==> src/rtl/kpic_pkg.sv <==
package kpic_pkg;

    typedef enum logic [1:0] {
        KP_REG_KEYS = 2'd0,
        KP_REG_CTRL = 2'd1,
        KP_REG_MODE = 2'd2,
        KP_REG_MASK = 2'd3
    } kp_reg_e;

    // Field positions in the control and mode registers
    localparam int unsigned KP_IRQ_BIT  = 15;
    localparam int unsigned KP_SCAN_BIT = 14;
    localparam int unsigned KP_DEB_LSB  = 11;
    localparam int unsigned KP_DEB_W    = 3;
    localparam int unsigned KP_MODE_LSB = 14;
    localparam int unsigned KP_MODE_W   = 2;

    // Mode bit meanings
    localparam int unsigned KP_MODE_HOLD = 0;
    localparam int unsigned KP_MODE_RDCLR = 1;

endpackage

==> src/rtl/kp_key_tracker.sv <==
module kp_key_tracker #(
    parameter int unsigned NUM_KEYS = 16,
    localparam int unsigned IDX_W   = (NUM_KEYS > 1) ? $clog2(NUM_KEYS) : 1
) (
    input  logic                clk,
    input  logic                rst_n,
    input  logic                evt_valid,
    input  logic [IDX_W-1:0]    evt_idx,
    input  logic                evt_down,
    output logic [NUM_KEYS-1:0] held_d,
    output logic [NUM_KEYS-1:0] held_q
);

    typedef struct packed {
        logic [NUM_KEYS-1:0] held;
    } trk_state_t;

    trk_state_t st_d, st_q;

    always_comb begin
        st_d = st_q;
        if (evt_valid && (32'(evt_idx) < NUM_KEYS)) begin
            st_d.held[evt_idx] = evt_down;
        end
    end

    always_ff @(posedge clk or negedge rst_n) begin
        if (!rst_n) st_q <= '0;
        else        st_q <= st_d;
    end

    assign held_d = st_d.held;
    assign held_q = st_q.held;


    press_sets_chk: assert property (@(posedge clk) disable iff (!rst_n)
        (evt_valid && evt_down && (32'(evt_idx) < NUM_KEYS)) |=> held_q[$past(evt_idx)]);


    release_clears_chk: assert property (@(posedge clk) disable iff (!rst_n)
        (evt_valid && !evt_down && (32'(evt_idx) < NUM_KEYS)) |=> !held_q[$past(evt_idx)]);

endmodule

==> src/rtl/kp_cfg_regs.sv <==
module kp_cfg_regs
    import kpic_pkg::*;
#(
    parameter int unsigned NUM_KEYS = 16,
    parameter int unsigned DATA_W   = 16
) (
    input  logic                 clk,
    input  logic                 rst_n,
    input  logic                 wr_en,
    input  logic [1:0]           reg_addr,
    input  logic [DATA_W-1:0]    wr_data,
    output logic                 scan_q,
    output logic [KP_DEB_W-1:0]  deb_q,
    output logic [KP_MODE_W-1:0] mode_q,
    output logic [NUM_KEYS-1:0]  mask_q
);

    typedef struct packed {
        logic                 scan;
        logic [KP_DEB_W-1:0]  deb;
        logic [KP_MODE_W-1:0] mode;
        logic [NUM_KEYS-1:0]  mask;
    } cfg_state_t;

    cfg_state_t st_d, st_q;

    always_comb begin
        st_d = st_q;
        if (wr_en) begin
            unique case (kp_reg_e'(reg_addr))
                KP_REG_CTRL: begin
                    st_d.scan = wr_data[KP_SCAN_BIT];
                    st_d.deb  = wr_data[KP_DEB_LSB +: KP_DEB_W];
                end
                KP_REG_MODE: st_d.mode = wr_data[KP_MODE_LSB +: KP_MODE_W];
                KP_REG_MASK: st_d.mask = wr_data[NUM_KEYS-1:0];
                default: ;
            endcase
        end
    end

    always_ff @(posedge clk or negedge rst_n) begin
        if (!rst_n) begin
            st_q.scan <= 1'b1;
            st_q.deb  <= '0;
            st_q.mode <= '1;
            st_q.mask <= '0;
        end else begin
            st_q <= st_d;
        end
    end

    assign scan_q = st_q.scan;
    assign deb_q  = st_q.deb;
    assign mode_q = st_q.mode;
    assign mask_q = st_q.mask;


    mask_load_chk: assert property (@(posedge clk) disable iff (!rst_n)
        (wr_en && kp_reg_e'(reg_addr) == KP_REG_MASK) |=> (mask_q == $past(wr_data[NUM_KEYS-1:0])));

endmodule

==> src/rtl/kp_irq_ctrl.sv <==
module kp_irq_ctrl
    import kpic_pkg::*;
#(
    parameter int unsigned NUM_KEYS = 16
) (
    input  logic                 clk,
    input  logic                 rst_n,
    input  logic                 evt_valid,
    input  logic                 evt_down,
    input  logic [NUM_KEYS-1:0]  held_d,
    input  logic [NUM_KEYS-1:0]  mask_q,
    input  logic [KP_MODE_W-1:0] mode_q,
    input  logic                 rd_ack,
    input  logic                 scan_ack,
    output logic                 irq_q
);

    typedef struct packed {
        logic irq;
    } irq_state_t;

    irq_state_t st_d, st_q;
    logic any_live;
    logic ack;

    assign any_live = |(held_d & ~mask_q);
    assign ack      = (rd_ack && mode_q[KP_MODE_RDCLR]) || scan_ack;

    always_comb begin
        st_d = st_q;
        // Clearing accesses act first; the key event rule follows.
        if (ack) st_d.irq = 1'b0;
        if (evt_valid) begin
            if (evt_down && any_live && !st_d.irq) begin
                st_d.irq = 1'b1;
            end else if (st_d.irq && !any_live && !mode_q[KP_MODE_HOLD]) begin
                st_d.irq = 1'b0;
            end
        end
    end

    always_ff @(posedge clk or negedge rst_n) begin
        if (!rst_n) st_q <= '0;
        else        st_q <= st_d;
    end

    assign irq_q = st_q.irq;


    irq_set_chk: assert property (@(posedge clk) disable iff (!rst_n)
        (evt_valid && evt_down && any_live) |=> irq_q);


    level_clear_chk: assert property (@(posedge clk) disable iff (!rst_n)
        (evt_valid && !any_live && !mode_q[KP_MODE_HOLD]) |=> !irq_q);


    read_clear_chk: assert property (@(posedge clk) disable iff (!rst_n)
        (rd_ack && mode_q[KP_MODE_RDCLR] && !evt_valid) |=> !irq_q);


    scan_clear_chk: assert property (@(posedge clk) disable iff (!rst_n)
        (scan_ack && !evt_valid) |=> !irq_q);


    rise_needs_press_chk: assert property (@(posedge clk) disable iff (!rst_n)
        $rose(irq_q) |-> $past(evt_valid && evt_down));

endmodule

==> src/rtl/keypad_irq_ctrl.sv <==
module keypad_irq_ctrl
    import kpic_pkg::*;
#(
    parameter int unsigned NUM_KEYS = 16,
    parameter int unsigned DATA_W   = 16,
    localparam int unsigned IDX_W   = (NUM_KEYS > 1) ? $clog2(NUM_KEYS) : 1
) (
    input  logic              clk,
    input  logic              rst_n,
    input  logic              evt_valid,
    input  logic [IDX_W-1:0]  evt_idx,
    input  logic              evt_down,
    input  logic              wr_en,
    input  logic              rd_en,
    input  logic [1:0]        reg_addr,
    input  logic [DATA_W-1:0] wr_data,
    output logic [DATA_W-1:0] rd_data,
    output logic              kbd_irq_n
);

    logic [NUM_KEYS-1:0]  held_d, held_q, mask_q;
    logic                 scan_q, irq_q;
    logic [KP_DEB_W-1:0]  deb_q;
    logic [KP_MODE_W-1:0] mode_q;
    logic                 rd_ack, scan_ack;

    assign rd_ack   = rd_en && (kp_reg_e'(reg_addr) == KP_REG_KEYS);
    assign scan_ack = wr_en && (kp_reg_e'(reg_addr) == KP_REG_CTRL) && wr_data[KP_SCAN_BIT];

    kp_key_tracker #(.NUM_KEYS(NUM_KEYS)) u_trk (
        .clk       (clk),
        .rst_n     (rst_n),
        .evt_valid (evt_valid),
        .evt_idx   (evt_idx),
        .evt_down  (evt_down),
        .held_d    (held_d),
        .held_q    (held_q)
    );

    kp_cfg_regs #(.NUM_KEYS(NUM_KEYS), .DATA_W(DATA_W)) u_cfg (
        .clk      (clk),
        .rst_n    (rst_n),
        .wr_en    (wr_en),
        .reg_addr (reg_addr),
        .wr_data  (wr_data),
        .scan_q   (scan_q),
        .deb_q    (deb_q),
        .mode_q   (mode_q),
        .mask_q   (mask_q)
    );

    kp_irq_ctrl #(.NUM_KEYS(NUM_KEYS)) u_irq (
        .clk       (clk),
        .rst_n     (rst_n),
        .evt_valid (evt_valid),
        .evt_down  (evt_down),
        .held_d    (held_d),
        .mask_q    (mask_q),
        .mode_q    (mode_q),
        .rd_ack    (rd_ack),
        .scan_ack  (scan_ack),
        .irq_q     (irq_q)
    );

    always_comb begin
        rd_data = '0;
        unique case (kp_reg_e'(reg_addr))
            KP_REG_KEYS: rd_data[NUM_KEYS-1:0] = held_q;
            KP_REG_CTRL: begin
                rd_data[KP_IRQ_BIT]              = irq_q;
                rd_data[KP_SCAN_BIT]             = scan_q || (held_q == '0);
                rd_data[KP_DEB_LSB +: KP_DEB_W]  = deb_q;
            end
            KP_REG_MODE: rd_data[KP_MODE_LSB +: KP_MODE_W] = mode_q;
            KP_REG_MASK: rd_data[NUM_KEYS-1:0] = mask_q;
            default: ;
        endcase
    end

    assign kbd_irq_n = ~irq_q;


    reset_pin_chk: assert property (@(posedge clk) $past(!rst_n) |-> kbd_irq_n);

endmodule

==> config.mk <==
export PLATFORM = sky130hd
export DESIGN_NAME = keypad_irq_ctrl
export DESIGN_NICKNAME = d
export VERILOG_FILES = /design/src/rtl/kpic_pkg.sv /design/src/rtl/kp_key_tracker.sv /design/src/rtl/kp_cfg_regs.sv /design/src/rtl/kp_irq_ctrl.sv /design/src/rtl/keypad_irq_ctrl.sv
export SDC_FILE = /design/constraint.sdc
export NUM_CORES = 1
export LEC_CHECK = 0
export BUFFER_PORTS_ARGS = -buffer_cell sky130_fd_sc_hd__buf_2
export CAP_MARGIN = 40
export CORE_AREA = 2 2 59 72
export CTS_CLUSTER_SIZE = 12
export DETAILED_ROUTE_END_ITERATION = 12
export DIE_AREA = 0 0 61 74
export PLACE_DENSITY = 0.93
export SLEW_MARGIN = 10
export SYNTH_ARGS = -nofsm -noshare
export SYNTH_HDL_FRONTEND = slang
export SYNTH_SLANG_ARGS = --single-unit
export TNS_END_PERCENT = 30
==> constraint.sdc <==
create_clock -name clk -period 2.9 [get_ports clk]
set_input_delay 0 -clock clk [delete_from_list [all_inputs] [get_ports clk]]
set_output_delay 0 -clock clk [all_outputs]
set_load 0.1 [all_outputs]
After elaboration in Yosys (flattened, before gate mapping)
Cells that the tools add are included. W data, S select, Z words.

Flip-flop bits (word level): 39. Input port bits: 28. Output and inout bits: 17. Word-level logic and storage cells: 45.

Order comparisons: 2. Equality and inequality tests: 3. Multiplexer cells: 11. Bitwise operators: 3. Reduce and logical (&&, ||, !) cells: 20.

Operators with widths (number): $pmux W11 S2 (1); $and A16 B16 Y16 (1); $bwmux W16 (1); $logic_not A16 Y1 (1); $mux W16 (1); $not A16 Y16 (1); $reduce_or A16 Y1 (1); $logic_and A1 B1 Y1 (9); $pmux W3 S3 (1); $pmux W2 S4 (1); $reduce_and A2 Y1 (3); $lt A4 B5 Y1 const B (1); $mux W1 (5); $demux W1 S4 (1); $eq A2 B2 Y1 const B (2); $ge A4 B1 Y1 const B (1); $logic_not A1 Y1 (3); $eq A2 B1 Y1 const B (1); $logic_not A2 Y1 (1); $logic_or A1 B1 Y1 (2); $not A1 Y1 (1).

Depth between registers and ports, before layout
Depth in word-level cells: 14. Mapped depth: 8.

Modules after synthesis
From an unflattened synthesis, not the netlist that was laid out.

Cells, all modules: 192. Area, all modules: 2149.6 um^2.

Modules (own cells, without submodules): kp_cfg_regs (instances 1, cells an instance 48, area each 883.3 um^2, seq. area each 554.3 um^2); kp_key_tracker (instances 1, cells an instance 57, area each 720.7 um^2, seq. area each 400.4 um^2); keypad_irq_ctrl (instances 1, cells an instance 55, area each 359.1 um^2, seq. area each 0.0 um^2); kp_irq_ctrl (instances 1, cells an instance 32, area each 186.4 um^2, seq. area each 25.0 um^2).

Least setup slack after synthesis
No wires, ideal clock.

Path type: register to output. Start: reg u_trk.st_q (netlist bit u_trk.held_q[3]). End: out rd_data[14]. Arrival time: 2.352 ns. Required time: 2.900 ns. Setup slack: 0.548 ns. Stages on the path, launching flop included: 5. Path buffers: 0. Cell sequence: dfrtp_1 > nor4_1 > a41o_1 > a21oi_1 > a21oi_1.

Word-level cells in the longest chain between the ends: 3.

RTL lines: from (decl) (RTL line kp_key_tracker.sv:18) `trk_state_t st_d, st_q;`; from (signal assigned) (RTL line kp_key_tracker.sv:29) `else st_q <= st_d;`; $logic_not A16 Y1 (RTL line keypad_irq_ctrl.sv:71) `rd_data[KP_SCAN_BIT] = scan_q || (held_q == '0);`; $logic_or A1 B1 Y1 (RTL line keypad_irq_ctrl.sv:71); $pmux W2 S4 (RTL line keypad_irq_ctrl.sv:67) `unique case (kp_reg_e'(reg_addr))`; to (decl) (RTL line keypad_irq_ctrl.sv:17) `output logic [DATA_W-1:0] rd_data,`.

Every way passes these cells.

Worst setup path in the final report
Start: reg u_trk.st_q (netlist bit u_trk.held_q[11]). End: out rd_data[14].

Same word-level chain as after synthesis.

==> out/qor.csv <==
stage;metric;value;unit
outcome;status;finished, final reports clean;
synth;synth_area_per_cell;10.8;sq um
sta;worst_pin_slew;691;ps
grt;grt_start_max_net_pins;32;
clock_tree;clock_path_buffers;2;
final_layout;finalNetCount;296;
synth;synth-seq-cells;39;
sta;hold_viol;0;
sta;timing.setup.tns;0;ps
sta;slew_violations;0;
synth;async_flop_share;1.00;
synth;synthTopCellsByCount;dfrtp_1 (36), mux2_2 (34), nor2_1 (24), inv_1 (15), a22oi_1 (11);
grt;grt_pass1_wl;8760;microns
critical_path;worstSetupStartpointType;register;
clock_tree;cts_buffers;5;
floorplanning;core;3850;sq um
sta;slew_headroom;0.538;
synth;syn_inst;199;
floorplanning;die_x;61;microns
final_layout;seqCellArea;980;sq um
sta;finalClockSkew;5.22;ps
clock_tree;ctsResizeCount;0;
power;swShare;0.362;
critical_path;worstSetupPathType;reg -> out;
synth;synth_top_area_cell;dfrtp_1;
power;power_density;698;nW/um^2
critical_path;worstSetupEndpointType;primary output;
floorplanning;die_area;4510;sq um
sta;finalSetupViolCount;0;
power;p_int;1.22;mW
critical_path;rr_startpoint;u_trk.held_q[8]$_DFF_PN0_;
synth;yosysWarnings;0;
power;vdd_drop_max;0.468;mV
grt;antenna_found_initial;0;
sta;finalWorstPathRequiredPeriod;2100;ps
critical_path;crit_chain;nor4_1 > a41o_1 > a21oi_1 > a21oi_1 > buf_2;
critical_path;critPathMaxFanout;4;
synth;synth_edf_count;0;
synth;mappedNetlistNets;233;
synth;synth_top_cells_by_area;dfrtp_1 (42%), mux2_2 (18%), nor2_1 (4.2%);
drt;wl_per_cell;17.5;microns
power;leakagePower;1.27;nW
power;power.total;1.92;mW
critical_path;cp.required;2900;ps
synth;synth_ff_type;dfrtp_1;
critical_path;max_stage_delay;440;ps
power;p_seq_frac;0.403;
critical_path;crit_family;compound AO/OA/AOI/OAI gates;
final_layout;diodes;0;
grt;gr-total-overflow;0;
clock_tree;cts-root-buf;clkbuf_8;
power;p_clk_frac;0.287;
drt;drt_first_iter_violations;85;
final_layout;drive_gt1_frac;0.357;
critical_path;worst_path_most_repeated_cell;a21oi_1;
sta;rsz0062_at_grt;no;
sta;timing.final.crit_share;0.723;
clock_tree;clock_latency;300;ps
critical_path;worst-path-buf-inv;1;
drt;wl;5550;microns
drt;routed_via_density;5.85;
critical_path;critPathArrivalTime;2100;ps
synth;synth.top_cell.area_share;0.418;
min_path;min_path_type;in -> async;
final_layout;fillers;281;
critical_path;startpoint;u_trk.held_q[11]$_DFF_PN0_;
drt;antenna_left;0;
drt;vias;1856;
floorplanning;ios;45;
place;dp_hpwl;3740;microns
clock_tree;htreeDepth;2;
synth;ys_types;31;
grt;grt_pass1_vias;1821;
final_layout;area_growth;27.6;%
synth;syn_area;2150;sq um
clock_tree;clk_pin_slew;80;ps
drt;first_pass_iters;4;
drt;drcViolationCount;0;
floorplanning;initial_core_util;0.560;
clock_tree;clock_sinks;39;
grt;grt_use_total;0.269;
floorplanning;die_h;74;microns
place;port_buffers;44;
clock_tree;cts_tree;built;
power;p_switching;696;uW
sta;max_freq;0.477;GHz
synth;synth_seq_area_share;0.455;
critical_path;slowest_stage;nor4_1;
synth;synth.most_common_cell;dfrtp_1;
final_layout;multi_input_area;1090;sq um
job;maxCapViolations;0;
floorplanning;rows;25;
power;comb_power_share;0.311;
place;routabilityCongestion;0.927;
## placed cells by master (no fill, tap or decap), types with 4 or more instances in the layout
| master | synthesis | routed |
|---|---|---|
| buf_2 | 0 | 44 |
| dfrtp_1 | 36 | 36 |
| mux2_2 | 34 | 34 |
| nor2_1 | 24 | 24 |
| dlygate4sd3_1 | 0 | 17 |
| inv_1 | 15 | 15 |
| a22oi_1 | 11 | 11 |
| nor4_1 | 8 | 8 |
| nand2_1 | 7 | 7 |
| nor3b_1 | 6 | 6 |
| ha_1 | 6 | 6 |
| clkbuf_8 | 0 | 5 |
| a21oi_1 | 4 | 4 |
| a222oi_1 | 4 | 4 |
## cell families (layout without fill, tap and decap cells)
family / Yosys count / count (layout) / share of synthesized area
compound gates: 29 / 29 / 0.106
fa+ha+maj: 6 / 6 / 0.0348
mux: 38 / 38 / 0.199
buf+inv: 22 / 86 / 0.0383
flops: 39 / 39 / 0.455
simple gates: 65 / 65 / 0.167
## final timing paths
check | to | slack (ps) | cells past startpoint
worst min-delay path | u_cfg.mask_q[1]$_DFFE_PN0P_ | 90 | 2
worst max-delay path | rd_data[14] | 800 | 5
worst max register to register | u_irq.irq_q$_DFF_PN0_ | 1260 | 4
worst min register to register | u_cfg.deb_q[1]$_DFFE_PN0N_ | 520 | 1
max in group asynchronous | u_cfg.scan_q$_DFFE_PN1N_ | 2310 | 3
min in group clk | u_cfg.mode_q[1]$_DFFE_PN1P_ | 90 | 3
## sequential cells by signal (all words and copies together) (netlist names)
| signal | flops |
|---|---|
| u_cfg.deb_q | 3 |
| u_trk.held_q | 16 |
| u_cfg.mode_q | 2 |
| u_irq.irq_q | 1 |
| u_cfg.mask_q | 16 |
| u_cfg.scan_q | 1 |
## per-stage QoR
stage | setup WS [ps] | util | std cells | area, sq um | hold slack (ps)
floorplan | 548 | - | 199 | 2150 | -296
global placement | 1110 | 0.630 | 291 | 2420 | 148
detailed placement | 1080 | 0.635 | 292 | 2440 | -118
CTS | 825 | 0.715 | 317 | 2750 | 90.0
global route | 725 | 0.715 | 317 | 2750 | 90.7
finish | 804 | 0.715 | 317 | 2750 | 86.6
## final cells by class
type	count	share of cell area
multi-input cells	138	0.397
clock buffers	5	0.0250
clock inverters	3	0.0246
inverters	15	0.0205
well taps	54	0.0246
flip-flops and latches	39	0.356
repair buffers	63	0.152
## metal layers
metal  part of all wire  track usage  wire length [microns]  vias to the layer above
li1                   -            -                      -                      850
met1               0.38        0.332                   2120                      898
met5                  0            0                      0                        -
met4              0.032        0.126                    178                        0
met3              0.065       0.0591                    362                       19
met2               0.52        0.446                   2890                       89
## repair_timing
action / CTS / global route
hold buffers: 17 / 0
setup endpoints to repair: 0 / 0
buffers inserted: 0 / 0
hold endpoints to repair: 58 / 0
## worst register-to-register path: cells and delay by family, from the launching register on
family | cells | cell delay (ps)
AOI/OAI and AO/OA | 2 | 410
muxes | 1 | 290
and+or+nand+nor | 1 | 380
DFF | 1 | 420
## power by group through the flow
stage          logic [mW]  clock network (mW)  registers (mW)
3_5_place_dp        0.565                   0           0.779
6_report            0.596               0.551           0.773
2_1_floorplan       0.458                   0           0.739
3_3_place_gp        0.550                   0           0.771
5_1_grt             0.629               0.575           0.784
4_1_cts             0.593               0.552           0.769
No activity file was read; power rests on OpenSTA's default activity.
